--- src/rtl/tws_pkg.sv ---
package tws_pkg;
  localparam logic [3:0] DEV_CODE = 4'b1010;

  typedef enum logic [3:0] {
    ST_IDLE,
    ST_DEV,
    ST_DEV_ACK,
    ST_ADDR,
    ST_ADDR_ACK,
    ST_WDATA,
    ST_WDATA_ACK,
    ST_RDATA,
    ST_RACK
  } tws_state_e;
endpackage

--- src/rtl/tws_bus_cond.sv ---
module tws_bus_cond (
  input  logic clk_i,
  input  logic rst_ni,
  input  logic scl_i,
  input  logic sda_i,
  output logic scl_rise_o,
  output logic scl_fall_o,
  output logic start_o,
  output logic stop_o
);
  logic scl_q, sda_q;

  always_ff @(posedge clk_i or negedge rst_ni) begin
    if (!rst_ni) begin
      scl_q <= 1'b1;
      sda_q <= 1'b1;
    end else begin
      scl_q <= scl_i;
      sda_q <= sda_i;
    end
  end

  assign scl_rise_o = !scl_q && scl_i;
  assign scl_fall_o = scl_q && !scl_i;
  // data moving while clock steadily high marks a condition
  assign start_o    = scl_q && scl_i && sda_q && !sda_i;
  assign stop_o     = scl_q && scl_i && !sda_q && sda_i;
endmodule

--- src/rtl/tws_mem.sv ---
module tws_mem #(
  parameter int DEPTH = 128,
  parameter int DW    = 8,
  localparam int AW   = $clog2(DEPTH)
) (
  input  logic          clk_i,
  input  logic          rst_ni,
  input  logic          we_i,
  input  logic [AW-1:0] addr_i,
  input  logic [DW-1:0] wdata_i,
  output logic [DW-1:0] rdata_o
);
  logic [DW-1:0] mem_q [DEPTH];

  always_ff @(posedge clk_i or negedge rst_ni) begin
    if (!rst_ni) begin
      for (int i = 0; i < DEPTH; i++) mem_q[i] <= '0;
    end else if (we_i) begin
      mem_q[addr_i] <= wdata_i;
    end
  end

  assign rdata_o = mem_q[addr_i];
endmodule

--- src/rtl/tws_engine.sv ---
module tws_engine
  import tws_pkg::*;
#(
  parameter int DEPTH = 128,
  parameter int DW    = 8,
  localparam int AW   = $clog2(DEPTH),
  localparam int CW   = $clog2(DW + 1)
) (
  input  logic          clk_i,
  input  logic          rst_ni,
  input  logic          active_i,
  input  logic          wr_en_i,
  input  logic          sda_i,
  input  logic          scl_rise_i,
  input  logic          scl_fall_i,
  input  logic          start_i,
  input  logic          stop_i,
  input  logic [DW-1:0] mem_rdata_i,
  output logic          mem_we_o,
  output logic [AW-1:0] mem_addr_o,
  output logic [DW-1:0] mem_wdata_o,
  output logic          pull_o,
  output tws_state_e    state_o,
  output logic [CW-1:0] bit_cnt_o
);
  localparam logic [CW-1:0] LAST_BIT = CW'(DW);

  tws_state_e    state_q;
  logic [CW-1:0] cnt_q;
  logic [DW-1:0] rx_q, tx_q;
  logic [AW-1:0] ptr_q;
  logic          rd_q, nack_q, pull_q;
  logic          byte_done;

  assign byte_done   = scl_fall_i && (cnt_q == LAST_BIT);
  assign mem_we_o    = active_i && (state_q == ST_WDATA) && byte_done && wr_en_i;
  assign mem_addr_o  = ptr_q;
  assign mem_wdata_o = rx_q;
  assign pull_o      = pull_q;
  assign state_o     = state_q;
  assign bit_cnt_o   = cnt_q;

  always_ff @(posedge clk_i or negedge rst_ni) begin
    if (!rst_ni) begin
      state_q <= ST_IDLE;
      cnt_q   <= '0;
      rx_q    <= '0;
      tx_q    <= '0;
      ptr_q   <= '0;
      rd_q    <= 1'b0;
      nack_q  <= 1'b0;
      pull_q  <= 1'b0;
    end else if (!active_i) begin
      state_q <= ST_IDLE;
      pull_q  <= 1'b0;
    end else if (start_i) begin
      state_q <= ST_DEV;
      cnt_q   <= '0;
      pull_q  <= 1'b0;
    end else if (stop_i) begin
      state_q <= ST_IDLE;
      pull_q  <= 1'b0;
    end else begin
      unique case (state_q)
        ST_DEV, ST_ADDR, ST_WDATA: begin
          if (scl_rise_i) begin
            rx_q  <= {rx_q[DW-2:0], sda_i};
            cnt_q <= cnt_q + 1'b1;
          end else if (byte_done) begin
            unique case (state_q)
              ST_DEV: begin
                if (rx_q[DW-1 -: 4] == DEV_CODE) begin
                  rd_q    <= rx_q[0];
                  pull_q  <= 1'b1;
                  state_q <= ST_DEV_ACK;
                end else begin
                  state_q <= ST_IDLE;
                end
              end
              ST_ADDR: begin
                ptr_q   <= rx_q[AW-1:0];
                pull_q  <= 1'b1;
                state_q <= ST_ADDR_ACK;
              end
              default: begin
                ptr_q   <= ptr_q + 1'b1;
                pull_q  <= 1'b1;
                state_q <= ST_WDATA_ACK;
              end
            endcase
          end
        end
        ST_DEV_ACK, ST_ADDR_ACK, ST_WDATA_ACK: begin
          if (scl_fall_i) begin
            cnt_q <= '0;
            if (state_q == ST_DEV_ACK && rd_q) begin
              pull_q  <= !mem_rdata_i[DW-1];
              tx_q    <= mem_rdata_i << 1;
              ptr_q   <= ptr_q + 1'b1;
              state_q <= ST_RDATA;
            end else begin
              pull_q  <= 1'b0;
              state_q <= (state_q == ST_DEV_ACK) ? ST_ADDR : ST_WDATA;
            end
          end
        end
        ST_RDATA: begin
          if (scl_rise_i) begin
            cnt_q <= cnt_q + 1'b1;
          end else if (byte_done) begin
            pull_q  <= 1'b0;
            state_q <= ST_RACK;
          end else if (scl_fall_i) begin
            pull_q <= !tx_q[DW-1];
            tx_q   <= tx_q << 1;
          end
        end
        ST_RACK: begin
          if (scl_rise_i) begin
            nack_q <= sda_i;
          end else if (scl_fall_i) begin
            if (nack_q) begin
              state_q <= ST_IDLE;
            end else begin
              cnt_q   <= '0;
              pull_q  <= !mem_rdata_i[DW-1];
              tx_q    <= mem_rdata_i << 1;
              ptr_q   <= ptr_q + 1'b1;
              state_q <= ST_RDATA;
            end
          end
        end
        default: ;
      endcase
    end
  end
endmodule

--- src/rtl/tws_slave.sv ---
module tws_slave
  import tws_pkg::*;
#(
  parameter int DEPTH = 128,
  parameter int DW    = 8,
  localparam int AW   = $clog2(DEPTH),
  localparam int CW   = $clog2(DW + 1)
) (
  input  logic clk_i,
  input  logic rst_ni,
  input  logic scl_i,
  input  logic sda_i,
  input  logic wr_en_i,
  input  logic mode_act_i,
  output logic sda_pull_o
);
  logic          scl_rise, scl_fall, start, stop;
  logic          mem_we;
  logic [AW-1:0] mem_addr;
  logic [DW-1:0] mem_wdata, mem_rdata;
  tws_state_e    state_q;
  logic [CW-1:0] bit_cnt;

  tws_bus_cond i_cond (
    .clk_i      (clk_i),
    .rst_ni     (rst_ni),
    .scl_i      (scl_i),
    .sda_i      (sda_i),
    .scl_rise_o (scl_rise),
    .scl_fall_o (scl_fall),
    .start_o    (start),
    .stop_o     (stop)
  );

  tws_engine #(.DEPTH(DEPTH), .DW(DW)) i_engine (
    .clk_i       (clk_i),
    .rst_ni      (rst_ni),
    .active_i    (mode_act_i),
    .wr_en_i     (wr_en_i),
    .sda_i       (sda_i),
    .scl_rise_i  (scl_rise),
    .scl_fall_i  (scl_fall),
    .start_i     (start),
    .stop_i      (stop),
    .mem_rdata_i (mem_rdata),
    .mem_we_o    (mem_we),
    .mem_addr_o  (mem_addr),
    .mem_wdata_o (mem_wdata),
    .pull_o      (sda_pull_o),
    .state_o     (state_q),
    .bit_cnt_o   (bit_cnt)
  );

  tws_mem #(.DEPTH(DEPTH), .DW(DW)) i_mem (
    .clk_i   (clk_i),
    .rst_ni  (rst_ni),
    .we_i    (mem_we),
    .addr_i  (mem_addr),
    .wdata_i (mem_wdata),
    .rdata_o (mem_rdata)
  );
endmodule

--- config.mk ---
export PLATFORM = sky130hd
export DESIGN_NAME = tws_slave
export DESIGN_NICKNAME = d
export VERILOG_FILES = /design/src/rtl/tws_pkg.sv /design/src/rtl/tws_bus_cond.sv /design/src/rtl/tws_mem.sv /design/src/rtl/tws_engine.sv /design/src/rtl/tws_slave.sv
export SDC_FILE = /design/constraint.sdc
export NUM_CORES = 2
export LEC_CHECK = 0
export BUFFER_PORTS_ARGS = -buffer_cell sky130_fd_sc_hd__clkbuf_2
export CELL_PAD_IN_SITES_DETAIL_PLACEMENT = 0
export CELL_PAD_IN_SITES_GLOBAL_PLACEMENT = 1
export CORE_ASPECT_RATIO = 0.7
export CORE_MARGIN = 2
export CORE_UTILIZATION = 54
export DETAILED_ROUTE_END_ITERATION = 8
export HOLD_SLACK_MARGIN = 0.12
export PLACE_DENSITY = 0.82
export SLEW_MARGIN = 20
export SYNTH_ARGS = -nofsm -noshare
export SYNTH_HDL_FRONTEND = slang
export SYNTH_SLANG_ARGS = --single-unit
export TNS_END_PERCENT = 20
--- constraint.sdc ---
create_clock -name clk_i -period 3.2 [get_ports clk_i]
set_clock_uncertainty 0.15 [all_clocks]
set_input_delay 0.32 -clock clk_i [delete_from_list [all_inputs] [get_ports clk_i]]
set_output_delay 0.32 -clock clk_i [all_outputs]
set_load 0.1 [all_outputs]
# Word-level counts from Yosys, hierarchy flattened
# Index checks and enable logic that the tools add are counted.
[word_totals]
register_bits = 1060
input_bits = 6
out_inout_bits = 1
wordCells = 281
[op_classes]
n_addsub = 2
magnitude_cmp = 2
eq_ne = 38
muxes = 64
bitwise = 4
n_reduce_logical = 33
[op_table]
columns = ["op", "n"]
rows = [
  ["$bwmux W1024", 1],
  ["$mux W8", 11],
  ["$mux W4", 18],
  ["$bmux W8 S7", 1],
  ["$demux W8 S7", 1],
  ["$mux W7", 7],
  ["$pmux W8 S3", 1],
  ["$reduce_and A12 Y1", 2],
  ["$reduce_and A8 Y1", 3],
  ["$pmux W7 S3", 1],
  ["$ne A5 B4 Y1 const B", 4],
  ["$ne A5 B5 Y1 const B", 4],
  ["$eq A4 B3 Y1 const B", 4],
  ["$pmux W4 S4", 1],
  ["$mux W1", 15],
  ["$pmux W7 S2", 1],
  ["$logic_and A1 B1 Y1", 13],
  ["$eq A4 B4 Y1 const B", 3],
  ["$ne A2 B1 Y1 const B", 6],
  ["$ne A2 B2 Y1 const B", 6],
  ["$pmux W4 S3", 1],
  ["$reduce_and A10 Y1", 1],
  ["$reduce_and A5 Y1", 2],
  ["$eq A4 B2 Y1 const B", 2],
  ["other kinds (22)", 34],
]

# Longest topological paths before layout
[depth]
depth_word = 12
depth_mapped = 12
mapped_depth_nobuf = 9

# Hierarchy
# Synthesis repeated with hierarchy kept, for this count alone.
[unflattened]
cells_unflattened = 3747
hier_area_um2 = 49538.8
[by_module_without_submodules]
columns = ["mod", "n_inst", "cells_per_inst", "area_per_inst_um2", "seq_area_each_um2"]
rows = [
  ["tws_mem", 1, 3506, 47225.3, 25624.6],
  ["tws_engine", 1, 235, 2228.4, 825.8],
  ["tws_bus_cond", 1, 6, 85.1, 52.6],
]

# Worst setup path after synthesis
# Ideal clock, no wire load.
[synth_path]
path_type = "reg2reg"
start = "reg i_engine.cnt_q[0], in the netlist i_engine.bit_cnt_o[0]"
end = "reg i_mem.mem_q[24] (netlist name)"
setup_ns = 0.125
t_arrival_ns = 2.612
required_time_ns = 2.925
path_slack_ns = 0.313
path_stages_with_launch = 11
path_buffers = 2
period_less_slack_ns = 2.887
cell_sequence = "dfrtp_1 -> inv_1 -> ha_1 -> and3b_2 -> nand2_2 -> or4_1 -> buf_4 -> or3_1 -> buf_6 -> nor2_8 -> mux2_2"
[synth_between]
elab_chain_cells = 4
[synth_rtl]
columns = ["element", "line_no", "text"]
rows = [
  ["start, declared", "tws_engine.sv:29", "logic [CW-1:0] cnt_q;"],
  ["start signal, assigned", "tws_engine.sv:68", "cnt_q <= cnt_q + 1'b1;"],
  ["start signal, assigned", "tws_engine.sv:109", "cnt_q <= cnt_q + 1'b1;"],
  ["$eq A4 B4 Y1", "tws_engine.sv:35", "assign byte_done = scl_fall_i && (cnt_q == LAST_BIT);"],
  ["$logic_and A1 B1 Y1", "tws_engine.sv:35", ""],
  ["$logic_and A1 B1 Y1 (2 in a row)", "tws_engine.sv:36", "assign mem_we_o = active_i && (state_q == ST_WDATA) && byte_done && wr_en_i;"],
  ["end signal, assigned by index", "tws_mem.sv:19", "mem_q[addr_i] <= wdata_i;"],
  ["end, declared", "tws_mem.sv:13", "logic [DW-1:0] mem_q [DEPTH];"],
]
# No other way between the ends.
# A chain may end at the register's enable or synchronous reset.

# Worst setup path after layout
[layout_path]
start = "reg i_engine.ptr_q[0], in the netlist i_engine.mem_addr_o[0]"
end = "reg i_engine.pull_q, in the netlist i_engine.pull_o"
[layout_between]
elab_chain_cells = 12
elab_cells_between_ends = 14
classes_between = "mux (12); bitwise (1); reduce/logical (1)"
[layout_rtl]
columns = ["element", "line_no", "text"]
rows = [
  ["start, declared", "tws_engine.sv:31", "logic [AW-1:0] ptr_q;"],
  ["start signal, assigned", "tws_engine.sv:81", "ptr_q <= rx_q[AW-1:0];"],
  ["start signal, assigned", "tws_engine.sv:86", "ptr_q <= ptr_q + 1'b1;"],
  ["start signal, assigned", "tws_engine.sv:99", "ptr_q <= ptr_q + 1'b1;"],
  ["$not A7 Y8 (implied by the code) (*)", "tws_mem.sv:23", "assign rdata_o = mem_q[addr_i];"],
  ["$bmux W8 S7 (*)", "tws_mem.sv:23", ""],
  ["$mux W8 (implied by the code) (*) (2 in a row)", "tws_mem.sv:23", ""],
  ["$logic_not A1 Y1 (*)", "tws_engine.sv:97, tws_engine.sv:126", ""],
  ["$mux W1", "tws_engine.sv:122", "if (nack_q) begin"],
  ["$mux W1", "tws_engine.sv:121", "end else if (scl_fall_i) begin"],
  ["$mux W1", "tws_engine.sv:119", "if (scl_rise_i) begin"],
  ["$pmux W1 S4 (*)", "tws_engine.sv:64", "unique case (state_q)"],
  ["$mux W1 (*)", "tws_engine.sv:60", "end else if (stop_i) begin"],
  ["$mux W1 (*)", "tws_engine.sv:56", "end else if (start_i) begin"],
  ["$mux W1 (*)", "tws_engine.sv:53", "end else if (!active_i) begin"],
  ["end signal, assigned", "tws_engine.sv:97", "pull_q <= !mem_rdata_i[DW-1];"],
  ["end signal, assigned", "tws_engine.sv:114", "pull_q <= !tx_q[DW-1];"],
  ["end signal, assigned", "tws_engine.sv:126", "pull_q <= !mem_rdata_i[DW-1];"],
  ["end, declared", "tws_engine.sv:32", "logic rd_q, nack_q, pull_q;"],
]
# Mark *: on every way between the ends. The rest lies on a longest branch, timed or not. The select of a mux whose other input is x is not followed.

==> run summary <==
Residual DRC = 0
combinational fraction of design power = 2.4%
RSZ-0062 raised after global routing = yes
Async S/R FF share, synth = 100.0%
CTS root buf = clkbuf_16
Antenna Violating Nets Remaining = 0
register area = 26,550 sq um
Arr. time, crit path = 3.67 ns
fin area = 57,470 sq um
Reg power frac = 50.7%
sequential-to-total area share from yosys stat = 53.72%
placed cell count = 4,919
Clk Latency, worst-skew pair = 0.72 ns
Switch Pwr = 5.907 mW
Post-Place Cell Area = 53,720 sq um
Layout area overhead = 16.50%
post-synthesis cell type count = 81
status = finished, violations left
cells after synthesis = 3,621
Power Dens Cells = 461.3 nW/um^2
Final Power = 26.51 mW
non-filler cells in the finished layout = 5,133
Net Sw Frac = 22.28%
fin nets = 3,829
worst min path class = in2async
core area = 90,250 sq um
Max-Cap Viols = 0
TNS Setup = -0.001094 ns
GRT Total Usage = 33.92%
via count = 34,282
Crit path required time = 3.66 ns
post-layout util = 63.68%
clock transition at the registers of the reported paths = 0.07 ns
crit path cell chain = buf_6 -> buf_12 -> nor2b_2 -> buf_12 -> a221oi_1 -> a21oi_1 -> o21ai_0 -> a211o_1 -> nand4_1 -> buf_4 -> a22oi_1
family with the most delay on the worst path = compound AO/OA/AOI/OAI gates
Clk pwr share = 46.9%
critical-path maximum fanout = 23
worst setup path class = reg2reg
crit end category = register
Worst Path Buf+Inv = 4
internal power = 20.60 mW
reg2reg start = i_engine.mem_addr_o[0]$_DFFE_PN0P_
final hold vios = 0
Mapped Area = 49,330 sq um
Worst path slowest cell = dfrtp_4
most frequent cells in the layout = mux2_2 (1,059), dfrtp_1 (1,045), buf_4 (261)
wirelength, routed = 157,500 um
most common cell after layout, fill and taps aside = mux2_2
fmax = 0.3124 GHz
largest net degree at the start of global routing = 132
vias in the first global route = 35,067
Critical R2R Capture = i_engine.pull_o$_DFFE_PN0P_
antenna violations before repair = 7
post-synthesis register bit count = 1,059
P_leak = 27.96 nW
multi-input logic area = 21,730 sq um
Fill cells = 6,584
post-DP HPWL = 105,400 um
share of cells above drive strength 1 = 46.40%
Ys Warns = 0
row count = 92
routability cong. = 0.9726
routed wire length per instance = 30.69 um
most frequent cell on the critical path = buf_12
Setup WS pre-CTS = -0.09848 ns
Via density = 6.679
Post-synth EDFFs = 0
first-pass GRT wire length = 236,200 um
Max Slew Vio Count = 0
CP Launch Type = register
starting density of the core = 54.66%
slowest stage delay, CP = 0.57 ns
I/O pin count = 7
Peak VDD IR = 0.4516 mV
CTS tree = done
GRT Residual Overflow = 0
Clock Sinks = 1,059
Worst Setup Slack, final = -0.001094 ns
Final Critical Period = 3.201 ns
die width = 365.3 um
syn_nets = 3,630
Buffers on Ports = 6
Die Area = 93,830 sq um
failing checks = setup timing
Final Cycle Share = 100.0%
clock buffer depth = 3
Main synth FF type = dfrtp_1
die height = 256.9 um
register-to-register setup slack = -0.001 ns
Least-Margin Pin Slew = 1.178 ns
Setup Viol. Count Final = 1
worst reg2reg path depth = 11
final hold slack = 0.1955 ns
Slew headroom = 21.43%
Detailed Route Iter0 Violations = 3,971
drt first pass iters = 5
syn_area_per_cell = 13.62 sq um
total CTS buffers = 101
H-tree depth = 3
worst max-delay path by stage:
stage | start | end | depth (start not counted)
floorplan | i_engine.bit_cnt_o[0]$_DFFE_PN0P_ | i_mem.mem_q[24]$_DFFE_PN0P_ | 10
global placement | i_engine.mem_addr_o[0]$_DFFE_PN0P_ | i_engine.tx_q[7]$_DFFE_PN0P_ | 9
detailed placement | i_engine.mem_addr_o[0]$_DFFE_PN0P_ | i_engine.tx_q[7]$_DFFE_PN0P_ | 9
CTS | i_engine.mem_addr_o[0]$_DFFE_PN0P_ | i_engine.tx_q[7]$_DFFE_PN0P_ | 9
global route | i_engine.bit_cnt_o[1]$_DFFE_PN0P_ | i_mem.mem_q[85]$_DFFE_PN0P_ | 10
finish | i_engine.mem_addr_o[0]$_DFFE_PN0P_ | i_engine.pull_o$_DFFE_PN0P_ | 11
layer usage:
| layer | global-route usage [%] | wire length (um) | share of wire, % | up-vias |
|---|---|---|---|---|
| li1 | - | - | - | 13940 |
| met1 | 50.13 | 66850 | 42 | 18086 |
| met2 | 47.73 | 67990 | 43 | 1853 |
| met3 | 9.710 | 16350 | 10 | 401 |
| met4 | 12.21 | 6312 | 4.0 | 2 |
| met5 | 0 | 13 | 0.0083 | - |
power by group through the flow:
| stage | Combinational (mW) | Clock (mW) | Sequential [mW] |
|---|---|---|---|
| after global placement | 0.601 | 0 | 13.7 |
| after floorplan | 0.175 | 0 | 13.7 |
| final | 0.629 | 12.4 | 13.4 |
| after global routing | 0.696 | 13.1 | 13.4 |
| after detailed placement | 0.619 | 0 | 13.7 |
| after CTS | 0.633 | 12.6 | 13.4 |
final cells by class:
| type | count | share of cell area (%) |
|---|---|---|
| Antenna cell | 6 | 0.02612 |
| Timing Repair Buffer | 380 | 7.285 |
| Multi-Input combinational cell | 2267 | 37.81 |
| Sequential cell | 1059 | 46.19 |
| Inverter | 11 | 0.08055 |
| Tap cell | 1222 | 2.660 |
| Clock inverter | 36 | 0.6509 |
| Clock buffer | 152 | 5.295 |
kinds of logic after synthesis:
| group | synth area share [%] |
|---|---|
| AOI/OAI and AO/OA | 7.649 |
| xor gates and xnor gates | 0.07103 |
| adders and majority gates | 0.07610 |
| buffers and inverters | 2.519 |
| DFF | 53.72 |
| muxes | 31.33 |
| and+or+nand+nor | 4.629 |
worst min-delay path, cell delays in order:
cell and delay, ns:
dlygate4sd3_1 0.56, buf_8 0.26, buf_12 0.26
flip-flops by register name, summed over array words and instances (netlist names):
| register | cells |
|---|---|
| i_cond.scl_q | 1 |
| i_cond.sda_q | 1 |
| i_engine.bit_cnt_o | 4 |
| i_engine.mem_addr_o | 7 |
| i_engine.mem_wdata_o | 8 |
| i_engine.nack_q | 1 |
| i_engine.pull_o | 1 |
| i_engine.rd_q | 1 |
| i_engine.state_o | 4 |
| i_engine.tx_q | 7 |
| i_mem.mem_q | 1024 |
cells in the mapped netlist, types with 7 or more instances:
| cell type | number | area, sq um |
|---|---|---|
| mux2_2 | 1059 | 11930 |
| dfrtp_1 | 1057 | 26450 |
| clkbuf_1 | 188 | 705.7 |
| nand2_1 | 163 | 611.8 |
| a21oi_1 | 109 | 545.5 |
| nor2_1 | 106 | 397.9 |
| a221oi_1 | 100 | 875.8 |
| mux4_2 | 94 | 2117 |
| mux2i_1 | 93 | 930.9 |
| o21ai_0 | 67 | 335.3 |
| a22oi_1 | 65 | 488.0 |
| buf_2 | 48 | 240.2 |
| mux2_1 | 43 | 484.2 |
| buf_1 | 30 | 112.6 |
| nand3_1 | 27 | 135.1 |
| nand2_2 | 26 | 162.7 |
| a31oi_1 | 21 | 131.4 |
| o22ai_1 | 21 | 131.4 |
| o221ai_1 | 19 | 166.4 |
| a221o_1 | 18 | 180.2 |
| nor2_2 | 17 | 106.4 |
| buf_4 | 16 | 120.1 |
| nor3_1 | 13 | 65.06 |
| a22o_1 | 12 | 105.1 |
| nand2b_1 | 12 | 75.07 |
| nor2b_1 | 11 | 68.82 |
| o2bb2ai_1 | 11 | 96.34 |
| inv_1 | 10 | 37.54 |
| o211ai_1 | 10 | 75.07 |
| nor2_4 | 9 | 101.4 |
| a211oi_1 | 7 | 52.55 |
| nand4_1 | 7 | 43.79 |
| nor2_8 | 7 | 140.1 |
| nor4_1 | 7 | 43.79 |
timing repair:
item | in CTS | in global routing
hold buffers | 5 | 0
endpoints found under the setup margin | 4 | 237
cloned | 0 | 0
hold endpoints to repair | 740 | 0
resized for setup | 2 | 20
buffers inserted | 2 | 13
pin swaps | 0 | 7
Note: power is estimated with default switching activity, not from simulation.
